<file path="src/rtl/npc_pkg.sv">
package npc_pkg;
  typedef enum logic [2:0] {
    FLOW_SEQ = 3'd0,
    FLOW_BEQ = 3'd1,
    FLOW_BNE = 3'd2,
    FLOW_J   = 3'd3,
    FLOW_JAL = 3'd4,
    FLOW_JR  = 3'd5
  } flow_e;
endpackage

</file>
<file path="src/rtl/npc_imm_ext.sv">
module npc_imm_ext #(
  parameter int IMM_W = 16,
  parameter int XLEN  = 32
) (
  input  logic [IMM_W-1:0] imm_i,
  input  logic             signed_i,
  output logic [XLEN-1:0]  ext_o
);
  localparam int PAD_W = XLEN - IMM_W;

  generate
    if (PAD_W > 0) begin : g_pad
      logic fill;
      assign fill  = signed_i & imm_i[IMM_W-1];
      assign ext_o = {{PAD_W{fill}}, imm_i};
    end else begin : g_trunc
      logic unused_sign;
      assign unused_sign = signed_i;
      assign ext_o = imm_i[XLEN-1:0];
    end
  endgenerate
endmodule

</file>
<file path="src/rtl/npc_target_gen.sv">
module npc_target_gen #(
  parameter int XLEN        = 32,
  parameter int TGT_W       = 26,
  parameter int INSTR_BYTES = 4
) (
  input  logic [XLEN-1:0]  pc_i,
  input  logic [XLEN-1:0]  off_i,   // sign-extended word offset
  input  logic [TGT_W-1:0] tgt_i,
  output logic [XLEN-1:0]  pc_inc_o,
  output logic [XLEN-1:0]  br_tgt_o,
  output logic [XLEN-1:0]  jmp_tgt_o
);
  localparam int SH   = $clog2(INSTR_BYTES);
  localparam int HI_W = XLEN - TGT_W - SH;

  assign pc_inc_o  = pc_i + XLEN'(INSTR_BYTES);
  assign br_tgt_o  = pc_inc_o + (off_i << SH);
  // region bits from the incremented PC so a jump in a region's last slot stays consistent
  assign jmp_tgt_o = {pc_inc_o[XLEN-1 -: HI_W], tgt_i, {SH{1'b0}}};
endmodule

</file>
<file path="src/rtl/npc_sel.sv">
module npc_sel
  import npc_pkg::*;
#(
  parameter int XLEN        = 32,
  parameter int INSTR_BYTES = 4
) (
  input  logic [2:0]      flow_i,
  input  logic            eq_i,
  input  logic [XLEN-1:0] pc_inc_i,
  input  logic [XLEN-1:0] br_tgt_i,
  input  logic [XLEN-1:0] jmp_tgt_i,
  input  logic [XLEN-1:0] reg_i,
  output logic [XLEN-1:0] next_pc_o,
  output logic            link_we_o,
  output logic            misalign_o
);
  localparam int SH = $clog2(INSTR_BYTES);

  flow_e flow;
  assign flow = flow_e'(flow_i);

  always_comb begin
    next_pc_o  = pc_inc_i;
    link_we_o  = 1'b0;
    misalign_o = 1'b0;
    case (flow)
      FLOW_BEQ: if (eq_i)  next_pc_o = br_tgt_i;
      FLOW_BNE: if (!eq_i) next_pc_o = br_tgt_i;
      FLOW_J:   next_pc_o = jmp_tgt_i;
      FLOW_JAL: begin
        next_pc_o = jmp_tgt_i;
        link_we_o = 1'b1;
      end
      FLOW_JR: begin
        next_pc_o  = reg_i;
        misalign_o = |reg_i[SH-1:0];
      end
      default: next_pc_o = pc_inc_i;
    endcase
  end
endmodule

</file>
<file path="src/rtl/npc_unit.sv">
module npc_unit #(
  parameter int XLEN        = 32,
  parameter int IMM_W       = 16,
  parameter int TGT_W       = 26,
  parameter int INSTR_BYTES = 4
) (
  input  logic [XLEN-1:0]  pc_i,
  input  logic [2:0]       flow_i,
  input  logic             eq_i,
  input  logic [IMM_W-1:0] imm_i,
  input  logic [TGT_W-1:0] tgt_i,
  input  logic [XLEN-1:0]  reg_i,
  input  logic             imm_signed_i,
  output logic [XLEN-1:0]  next_pc_o,
  output logic [XLEN-1:0]  link_o,
  output logic             link_we_o,
  output logic             misalign_o,
  output logic [XLEN-1:0]  imm_o
);
  logic [XLEN-1:0] off_sx, pc_inc, br_tgt, jmp_tgt;

  // branch offsets are always signed
  npc_imm_ext #(.IMM_W(IMM_W), .XLEN(XLEN)) i_off_ext (
    .imm_i(imm_i), .signed_i(1'b1), .ext_o(off_sx)
  );

  // ALU operand, extension picked by decode
  npc_imm_ext #(.IMM_W(IMM_W), .XLEN(XLEN)) i_alu_ext (
    .imm_i(imm_i), .signed_i(imm_signed_i), .ext_o(imm_o)
  );

  npc_target_gen #(.XLEN(XLEN), .TGT_W(TGT_W), .INSTR_BYTES(INSTR_BYTES)) i_tgt (
    .pc_i(pc_i), .off_i(off_sx), .tgt_i(tgt_i),
    .pc_inc_o(pc_inc), .br_tgt_o(br_tgt), .jmp_tgt_o(jmp_tgt)
  );

  npc_sel #(.XLEN(XLEN), .INSTR_BYTES(INSTR_BYTES)) i_sel (
    .flow_i(flow_i), .eq_i(eq_i), .pc_inc_i(pc_inc), .br_tgt_i(br_tgt),
    .jmp_tgt_i(jmp_tgt), .reg_i(reg_i),
    .next_pc_o(next_pc_o), .link_we_o(link_we_o), .misalign_o(misalign_o)
  );

  assign link_o = pc_inc;
endmodule

</file>
<file path="config.mk">
export PLATFORM = sky130hd
export DESIGN_NAME = npc_unit
export DESIGN_NICKNAME = d
export VERILOG_FILES = /design/src/rtl/npc_pkg.sv /design/src/rtl/npc_imm_ext.sv /design/src/rtl/npc_target_gen.sv /design/src/rtl/npc_sel.sv /design/src/rtl/npc_unit.sv
export SDC_FILE = /design/constraint.sdc
export NUM_CORES = 1
export LEC_CHECK = 0
export BUFFER_PORTS_ARGS = -buffer_cell sky130_fd_sc_hd__buf_2
export CAP_MARGIN = 5
export CORE_UTILIZATION = 25
export DETAILED_ROUTE_END_ITERATION = 8
export PLACE_DENSITY = 0.61
export SLEW_MARGIN = 40
export SYNTH_ARGS = -nofsm -noshare
export SYNTH_HDL_FRONTEND = slang
export SYNTH_SLANG_ARGS = --single-unit
</file>
<file path="constraint.sdc">
create_clock -name vclk -period 3.6
set_input_delay 0.36 -clock vclk [all_inputs]
set_output_delay 0.36 -clock vclk [all_outputs]
set_load 0.02 [all_outputs]
</file>
==> results of run 1 <==
## cells by family (layout without fill, tap and decap cells)
kind of cell / after synthesis / after routing / share of synthesized area [%]
and+or+nand+nor: 145 / 145 / 21.7
adders and majority gates: 36 / 36 / 14.0
muxes: 3 / 3 / 0.916
buffers and inverters: 67 / 388 / 11.6
xor gates and xnor gates: 52 / 52 / 13.9
AOI/OAI and AO/OA: 171 / 171 / 38.0
## cell usage in the layout (no fill, tap or decap), drive strengths merged, types with 9 or more instances in the layout
cell    count
a21o       15
nor2       31
nor2b       9
nand3      17
nand2      45
a21oi      33
xor2       26
a222oi     20
xnor2      26
inv        13
nand2b      9
ha         35
o21ai      42
buf       375
## path summary, 6_finish.rpt
path | start | slack (ps) | end
setup / recovery | pc_i[13] | -360 | next_pc_o[28]
hold / removal | pc_i[1] | 960 | link_o[1]
## what timing repair did
item,4_1_cts,5_1_grt
pin swaps,28,72
setup endpoints to repair,14,17
gates resized for setup,60,80
buffers inserted,17,13
hold buffers,0,0
## layer usage
layer | vias up | share of wire (%) | global-route usage (%)
met4 | 0 | 2.1 | 4.27
met5 | - | 0 | 0
met3 | 23 | 5.3 | 1.40
met1 | 2430 | 42 | 27.4
met2 | 201 | 50 | 39.3
li1 | 2403 | - | -
## cells in the mapped netlist, drive strengths merged (4+ instances only)
| library cell | number |
|---|---|
| nand2 | 45 |
| o21ai | 42 |
| ha | 35 |
| buf | 34 |
| a21oi | 33 |
| nor2 | 31 |
| xnor2 | 26 |
| xor2 | 26 |
| a222oi | 20 |
| clkbuf | 20 |
| nand3 | 17 |
| a21o | 15 |
| inv | 13 |
| nand2b | 9 |
| nor2b | 9 |
| a221oi | 8 |
| and3 | 8 |
| nand4 | 8 |
| o22ai | 8 |
| a211oi | 6 |
| a31oi | 6 |
| o21a | 5 |
| a22o | 4 |
| nor3 | 4 |
| o221ai | 4 |
| o31ai | 4 |
## report_power, final
part | internal, mW | leakage [nW] | switching, mW | total (mW)
clock network | 0 | 0 | 0 | 0
logic | 0.550 | 3.15 | 0.619 | 1.17
registers | 0 | 0 | 0 | 0
total | 0.550 | 3.15 | 0.619 | 1.17
## area by class of cell
class	count	area (um^2)	share of cell area, %
inverters	13	48.8	0.749
multi-input cells	407	3830	58.7
well taps	172	215	3.30
repair buffers	375	2430	37.2
## per-stage QoR
stage | setup slack [ps] | util, % | hold slack (ps)
after floorplan | -218 | - | 794
after global placement | -608 | 44.4 | 953
after detailed placement | -693 | 44.4 | 958
after CTS | -427 | 47.6 | 958
after global routing | -479 | 51.2 | 966
final | -362 | 51.2 | 957
==> run metrics, run 1 <==
Yosys top cell area share=13.4%; Die Y=117 um; Cell Count Post-Placement=943; Least-Margin Pin Slew=865 ps; Core Rows=41; number of global-route vias before repair=4,869; post-synthesis cell area=about 0.0033 mm^2; Final Cycle Share=110%; critical path class=in2out; port bufs=209; leading area contributor after synthesis=ha_1; first-pass GRT wire length=23,400 um; CP Buf/Inv Count=3; Slew Viols, Final=0; failing checks=setup timing; FF+latch count=0; unrepaired setup endpoints after global routing=true; Relative slew margins=42.4%; Layout fillers=1,230; Hold Path Class=in2out; initial core utilization=25.8%; Synth Instances=474; largest net degree at the start of global routing=27; # Max-Cap Violations=0; Post-Route Setup TNS=-2370 ps; syn nets=approximately 620; Setup crit start kind=input pin; number of I/O pins=209; clock buffers=0; status=finished, violations left; Top delay family on crit path=simple AND/OR/NAND/NOR gates; routability cong.=0.922; data arrival time of the worst path=approximately 3600 ps; Area contributors post-synth=ha_1 13%, buf_4 7.8%, xnor2_1 6.9%, xor2_1 6.9%, a222oi_1 6.1%; WL/cell=16.5 um; sequential area share after synthesis=0%; dpl hpwl=12,500 um; Post-Syn Area per Cell=6.92 um^2; chain of cells forming the critical path=buf_2 -> nand4_1 -> or3_4 -> nor2_4 -> xor2_4 -> ha_4 -> buf_6 -> a21oi_4 -> o21ai_2 -> a211oi_2 -> nor2_1 -> o31ai_2 -> o311ai_4 -> a221oi_2 -> nand4b_1 -> nand4_1 -> buf_6; Tot Pwr=1.17 mW; Synth warnings=0; Iter 0 DRT Violations=324; worst hold path depth=2; WL final=16,000 um; ant diodes=0; leak pwr=3.15 nW; max incr delay on CP=510 ps; Worst path depth=17; fin area=0.00652 mm^2; CP Capture Type=output port; min cycle time layout=approximately 4000 ps; global route overflow=0; Final Non-Filler Cells=967; total global routing track utilization=21.4%; Detail Route Antenna Nets=0; antenna violations before repair=0; vias=5,057; maximum VDD drop=0.0803 mV; share of layout cells above drive strength 1=approximately 62%; drt first pass iters=6; sequential cell area=0 um^2; vias per cell=5.23; Core Area=roughly 0.013 mm^2; required time worst endpoint=between 3000 and 4000 ps; crit-path max FO=5; Final Hold Vio Count=0; Worst path slowest cell=or3_4; FMAX=252 MHz; Area growth, synth to finish=98.8%; Net count, final=approximately 940; PnR worst setup slack=-362 ps; Final setup viols=10; Post-DP Area=0.00565 mm^2; die width=117 um; PD cells=179 mW/mm^2; die footprint=approximately 0.014 mm^2; DRC=0; Yosys cell types=just under 60
No activity file was read; power rests on OpenSTA's default activity.
==> inputs of run 2 (changes only) <==
Settings changed: GPL_TIMING_DRIVEN set to 0.
==> run 2 against run 1 <==
The run still ends with setup timing left. Via count decreased by 6.1%. Die area is the same. Critical path depth unchanged. Total power down 14%. Flip-flop and latch count is the same. Count of clock-buffer cells in the layout stayed put. Final cell count decreased by 6.5%. Non-clock buffer count is 63 lower. Cell area is 11% lower. Combinational power down 14%. Core utilization down 5.6 points. Global-route usage fell by 0.66 points. Critical endpoint is now next_pc_o[31]. Largest power group unchanged.
==> run metrics, run 2 (synthesized netlist as in run 1, its figures left out) <==
status=finished, violations left; failing checks=setup timing; required time worst endpoint=between 3000 and 4000 ps; antenna violations before repair=0; Setup crit start kind=input pin; Final setup viols=11; leak pwr=2.74 nW; Iter 0 DRT Violations=approximately 350; WL final=15,000 um; initial core utilization=25.8%; WL/cell=16.6 um; Util after Layout=a little under half; die footprint=0.0136 mm^2; worst hold path depth=3; busiest grt layer=met2; FF+latch count=0; share of layout cells above drive strength 1=54.9%; crit-path max FO=5; unrepaired setup endpoints after global routing=true; Core Rows=approximately 40; chain of cells forming the critical path=buf_8 -> nand4_1 -> buf_4 -> or3_4 -> buf_8 -> nor2_4 -> xor2_4 -> ha_4 -> and3_4 -> a221oi_2 -> nor2b_1 -> a311o_4 -> a2111oi_4 -> and3b_1 -> mux2i_1 -> o22a_2 -> buf_6; die width=117 um; commonest cells after routing, fill and taps aside=193 x buf_2, 85 x buf_4, 41 x nand2_1; largest net degree at the start of global routing=21; CTS Hold Bufs=0; fin area=0.00581 mm^2; vias=4,749; CP Capture Type=output port; met1 Usage GRT=around 29%; Area growth, synth to finish=77.2%; number of global-route vias before repair=4,246; Relative slew margins=51.5%; max incr delay on CP=430 ps; Hold EP=link_o[1]; Final Cycle Share=115%; Hold Path Class=in2out; first-pass GRT wire length=22,300 um; PnR worst setup slack=-545 ps; Core Area=0.0127 mm^2; most used cell, CP=buf_8; DRC=0; critical path class=in2out; dpl hpwl=11,400 um; Worst path slowest cell=a311o_4; beginning of the worst hold path=pc_i[1]; Die Y=117 um; clock buffers=0; Least-Margin Pin Slew=slightly above 700 ps; FMAX=about 240 MHz; sequential cell area=0 um^2; Net count, final=881; Post-DP Area=around 0.0049 mm^2; Slew Viols, Final=0; vias per cell=5.25; ant diodes=0; met2 usage=a little over a third; # Max-Cap Violations=0; drt first pass iters=5; PD cells=174 mW/mm^2; total global routing track utilization=20.7%; routability cong.=0.888; global route overflow=0; min cycle time layout=4140 ps; data arrival time of the worst path=3780 ps; maximum VDD drop=0.0991 mV; M3 GR Usage=1.71%; port bufs=209; commonest non-fill, non-tap cell in the layout=buf_2; Final Hold Vio Count=0; Detail Route Antenna Nets=0; number of I/O pins=209
run 2: cell types whose count changed in the layout (fill, tap and decap cells not counted), moves of 4 or more:
cell / previous run / this run
a21oi_4: 5 / 1
buf_4: 160 / 85
buf_6: 19 / 10
buf_8: 3 / 7
clkbuf_1: 0 / 17
nand2_1: 35 / 41
o21ai_2: 8 / 4
xnor2_2: 8 / 12
run 2: cell type report:
type,count,area (um^2)
buffer,52,334
inverter,13,48.8
multi-input combinational,407,3660
tap,172,215
timing repair buffer,260,1550
fill,1333,6910
run 2: timing repair:
item / CTS / global route
setup endpoints to repair: 14 / 15
setup buffers: 32 / 20
gates resized for setup: 68 / 41
pin swaps: 40 / 39
run 2: routing by layer:
layer,up-vias,share of wire (%)
li1,2278,-
met3,14,6.2
met2,204,48
met4,0,1.4
met1,2253,45
met5,-,0
run 2: stage by stage:
step	hold slack (ps)	power, mW	TNS (ps)	setup WS [ps]	instances
2_1_floorplan	794	0.568	-645	-218	474
6_report	1040	1.01	-4190	-545	904
4_1_cts	1040	0.941	-3000	-504	885
3_5_place_dp	1040	0.848	-6990	-908	855
3_3_place_gp	1040	0.847	-7150	-926	855
5_1_grt	1060	1.08	-6170	-719	904
run 2: worst max-delay path by stage:
| stage | from | end | slack (ps) | cells after the start |
|---|---|---|---|---|
| 2_1_floorplan | pc_i[2] | next_pc_o[31] | -220 | 15 |
| 3_3_place_gp | pc_i[2] | next_pc_o[31] | -930 | 18 |
| 3_5_place_dp | pc_i[2] | next_pc_o[31] | -910 | 18 |
| 4_1_cts | pc_i[3] | next_pc_o[31] | -500 | 17 |
| 5_1_grt | pc_i[8] | next_pc_o[31] | -720 | 17 |
| 6_report | pc_i[9] | next_pc_o[31] | -540 | 17 |
run 2: power breakdown:
group	leakage, nW	switching, mW	total, mW	internal (mW)
Sequential	0	0	0	0
Combinational	2.74	0.562	1.01	0.447
Clock	0	0	0	0
Total	2.74	0.562	1.01	0.447
run 2: worst max-delay path, delay by kind of cell:
family / cells / cell delay, ps
muxes: 1 / 120
xor gates and xnor gates: 1 / 190
adders and majority gates: 1 / 240
AOI/OAI and AO/OA: 4 / 1180
and+or+nand+nor: 6 / 1140
buffers and inverters: 4 / 530
==> inputs of run 3 (changes only) <==
Settings changed: PLACE_DENSITY 0.61 to 0.59, TNS_END_PERCENT set to 20.
Clock period 3.6 ns to 4.9 ns, I/O delays scaled along.
==> run 3 against run 2 <==
The flow now finishes without violations. Count of clock-buffer cells in the layout is the same. Critical endpoint unchanged. Sequential share of layout area is the same. Core utilization shrank 9.1 points. Die area is the same. Total power shrank 41%. Combinational power shrank 41%. Non-clock buffer count shrank 47. First-iteration DRC count shrank 21%. Cell area shrank 20%. Critical path depth shrank 1. Worst setup slack gained 760 ps.
==> run metrics, run 3 (synthesized netlist as in run 1, its figures left out) <==
status=complete, no violations; Slew Viols, Final=0; Detail Route Antenna Nets=0; crit-path max FO=7; Setup crit start kind=input pin; initial core utilization=25.8%; unrepaired setup endpoints after global routing=false; Area growth, synth to finish=41.7%; DRC=0; data arrival time of the worst path=4200 ps; min cycle time layout=4690 ps; Min Hold Slack=1300 ps; drt first pass iters=5; Relative slew margins=46.6%; CP startpoint=pc_i[2]; WL/cell=about 16 um; first-pass GRT wire length=between 15,000 and 20,000 um; die footprint=roughly 0.014 mm^2; required time worst endpoint=4410 ps; commonest non-fill, non-tap cell in the layout=buf_2; PD cells=about 130 mW/mm^2; WL final=13,500 um; Hold Path Class=in2out; Final setup viols=0; critical path class=in2out; Least-Margin Pin Slew=801 ps; antenna violations before repair=0; leak pwr=2.30 nW; Net count, final=834; Final Non-Filler Cells=857; commonest cells after routing, fill and taps aside=209 x buf_2, 45 x nand2_1, 37 x buf_4; Final Hold Vio Count=0; vias=4,408; Layout fillers=1,442; Die Y=between 100 and 150 um; vias per cell=around 5.1; FF+latch count=0; routability cong.=about 0.86; number of I/O pins=209; total global routing track utilization=between 10% and 20%; Core Rows=41; Setup crit end=next_pc_o[31]; dpl hpwl=11,100 um; Iter 0 DRT Violations=280; global route overflow=0; maximum VDD drop=0.0540 mV; die width=approximately 120 um; # Max-Cap Violations=0; port bufs=209; FMAX=213 MHz; share of layout cells above drive strength 1=between 40% and 50%; CTS Hold Bufs=0; number of global-route vias before repair=between 3,000 and 4,000; Post-Route Setup TNS=0 ps; sequential cell area=0 um^2; ant diodes=0; Cell Count Post-Placement=855; CP Capture Type=output port; Core Area=0.0127 mm^2; largest net degree at the start of global routing=21; clock buffers=0; Final Cycle Share=95.6%
-- run 3: cell types whose count changed in the layout (fill, tap and decap cells not counted), moves of 7 or more --
| cell | change |
|---|---|
| buf_4 | -48 |
| buf_6 | -10 |
| nor2_1 | +7 |
| ha_1 | +12 |
| xnor2_1 | +13 |
| ha_4 | -10 |
| buf_8 | -7 |
| a21oi_1 | +7 |
| buf_2 | +16 |
| xnor2_2 | -8 |
-- run 3: final cells by class --
class	count	area, um^2	area share (%)
repair buffers	212	1070	23.0
multi-input cells	407	2990	64.3
well taps	172	215	4.63
inverters	13	48.8	1.05
plain buffers	53	327	7.03
-- run 3: worst min-delay path by stage --
| stage | slack (ps) | to | start | cells past startpoint |
|---|---|---|---|---|
| after detailed placement | 1300 | link_o[1] | pc_i[1] | 3 |
| after CTS | 1300 | link_o[1] | pc_i[1] | 3 |
| after global routing | 1320 | imm_o[4] | imm_i[4] | 3 |
| final | 1300 | link_o[1] | pc_i[1] | 3 |
| after floorplan | 1070 | link_o[2] | pc_i[2] | 1 |
| after global placement | 1300 | link_o[0] | pc_i[0] | 3 |
-- run 3: worst max-delay path: stages --
cell and delay [ps]:
buf_2 110, and3_1 150, nand3_1 180, or3_4 500, nor2_1 130, xor2_1 220, ha_2 360, and3_1 220
a221oi_1 270, nor2b_1 90, a311o_4 450, a2111oi_4 300, and3b_1 230, mux2i_1 120, o22a_1 210, buf_2 170
-- run 3: metrics by stage --
stage	total power, mW	instance area [um^2]	worst slack, ps	utilization [%]
2_1_floorplan	0.391	3280	354	-
3_5_place_dp	0.591	4540	-314	35.7
6_report	0.600	4650	214	36.5
4_1_cts	0.596	4590	0.739	36.1
3_3_place_gp	0.591	4540	-321	35.7
5_1_grt	0.653	4650	6.76	36.5
-- run 3: timing repair --
item	in CTS	in global routing
buffers inserted	1	2
pin swaps	3	3
gates resized for setup	6	9
endpoints found under the setup margin	3	8
-- run 3: report_power, final --
part	total [mW]	switching [mW]	internal, mW
logic	0.600	0.361	0.240
clock network	0	0	0
registers	0	0	0
total	0.600	0.361	0.240
-- run 3: layer usage --
metal / up-vias / wire, um / track usage, % / part of all wire [%]
met1: 2045 / 6140 / 25.7 / 46
met2: 160 / 6470 / 32.8 / 48
met4: 0 / 74 / 0.855 / 0.55
met5: - / 0 / 0 / 0
li1: 2197 / - / - / -
met3: 6 / 781 / 0.467 / 5.8
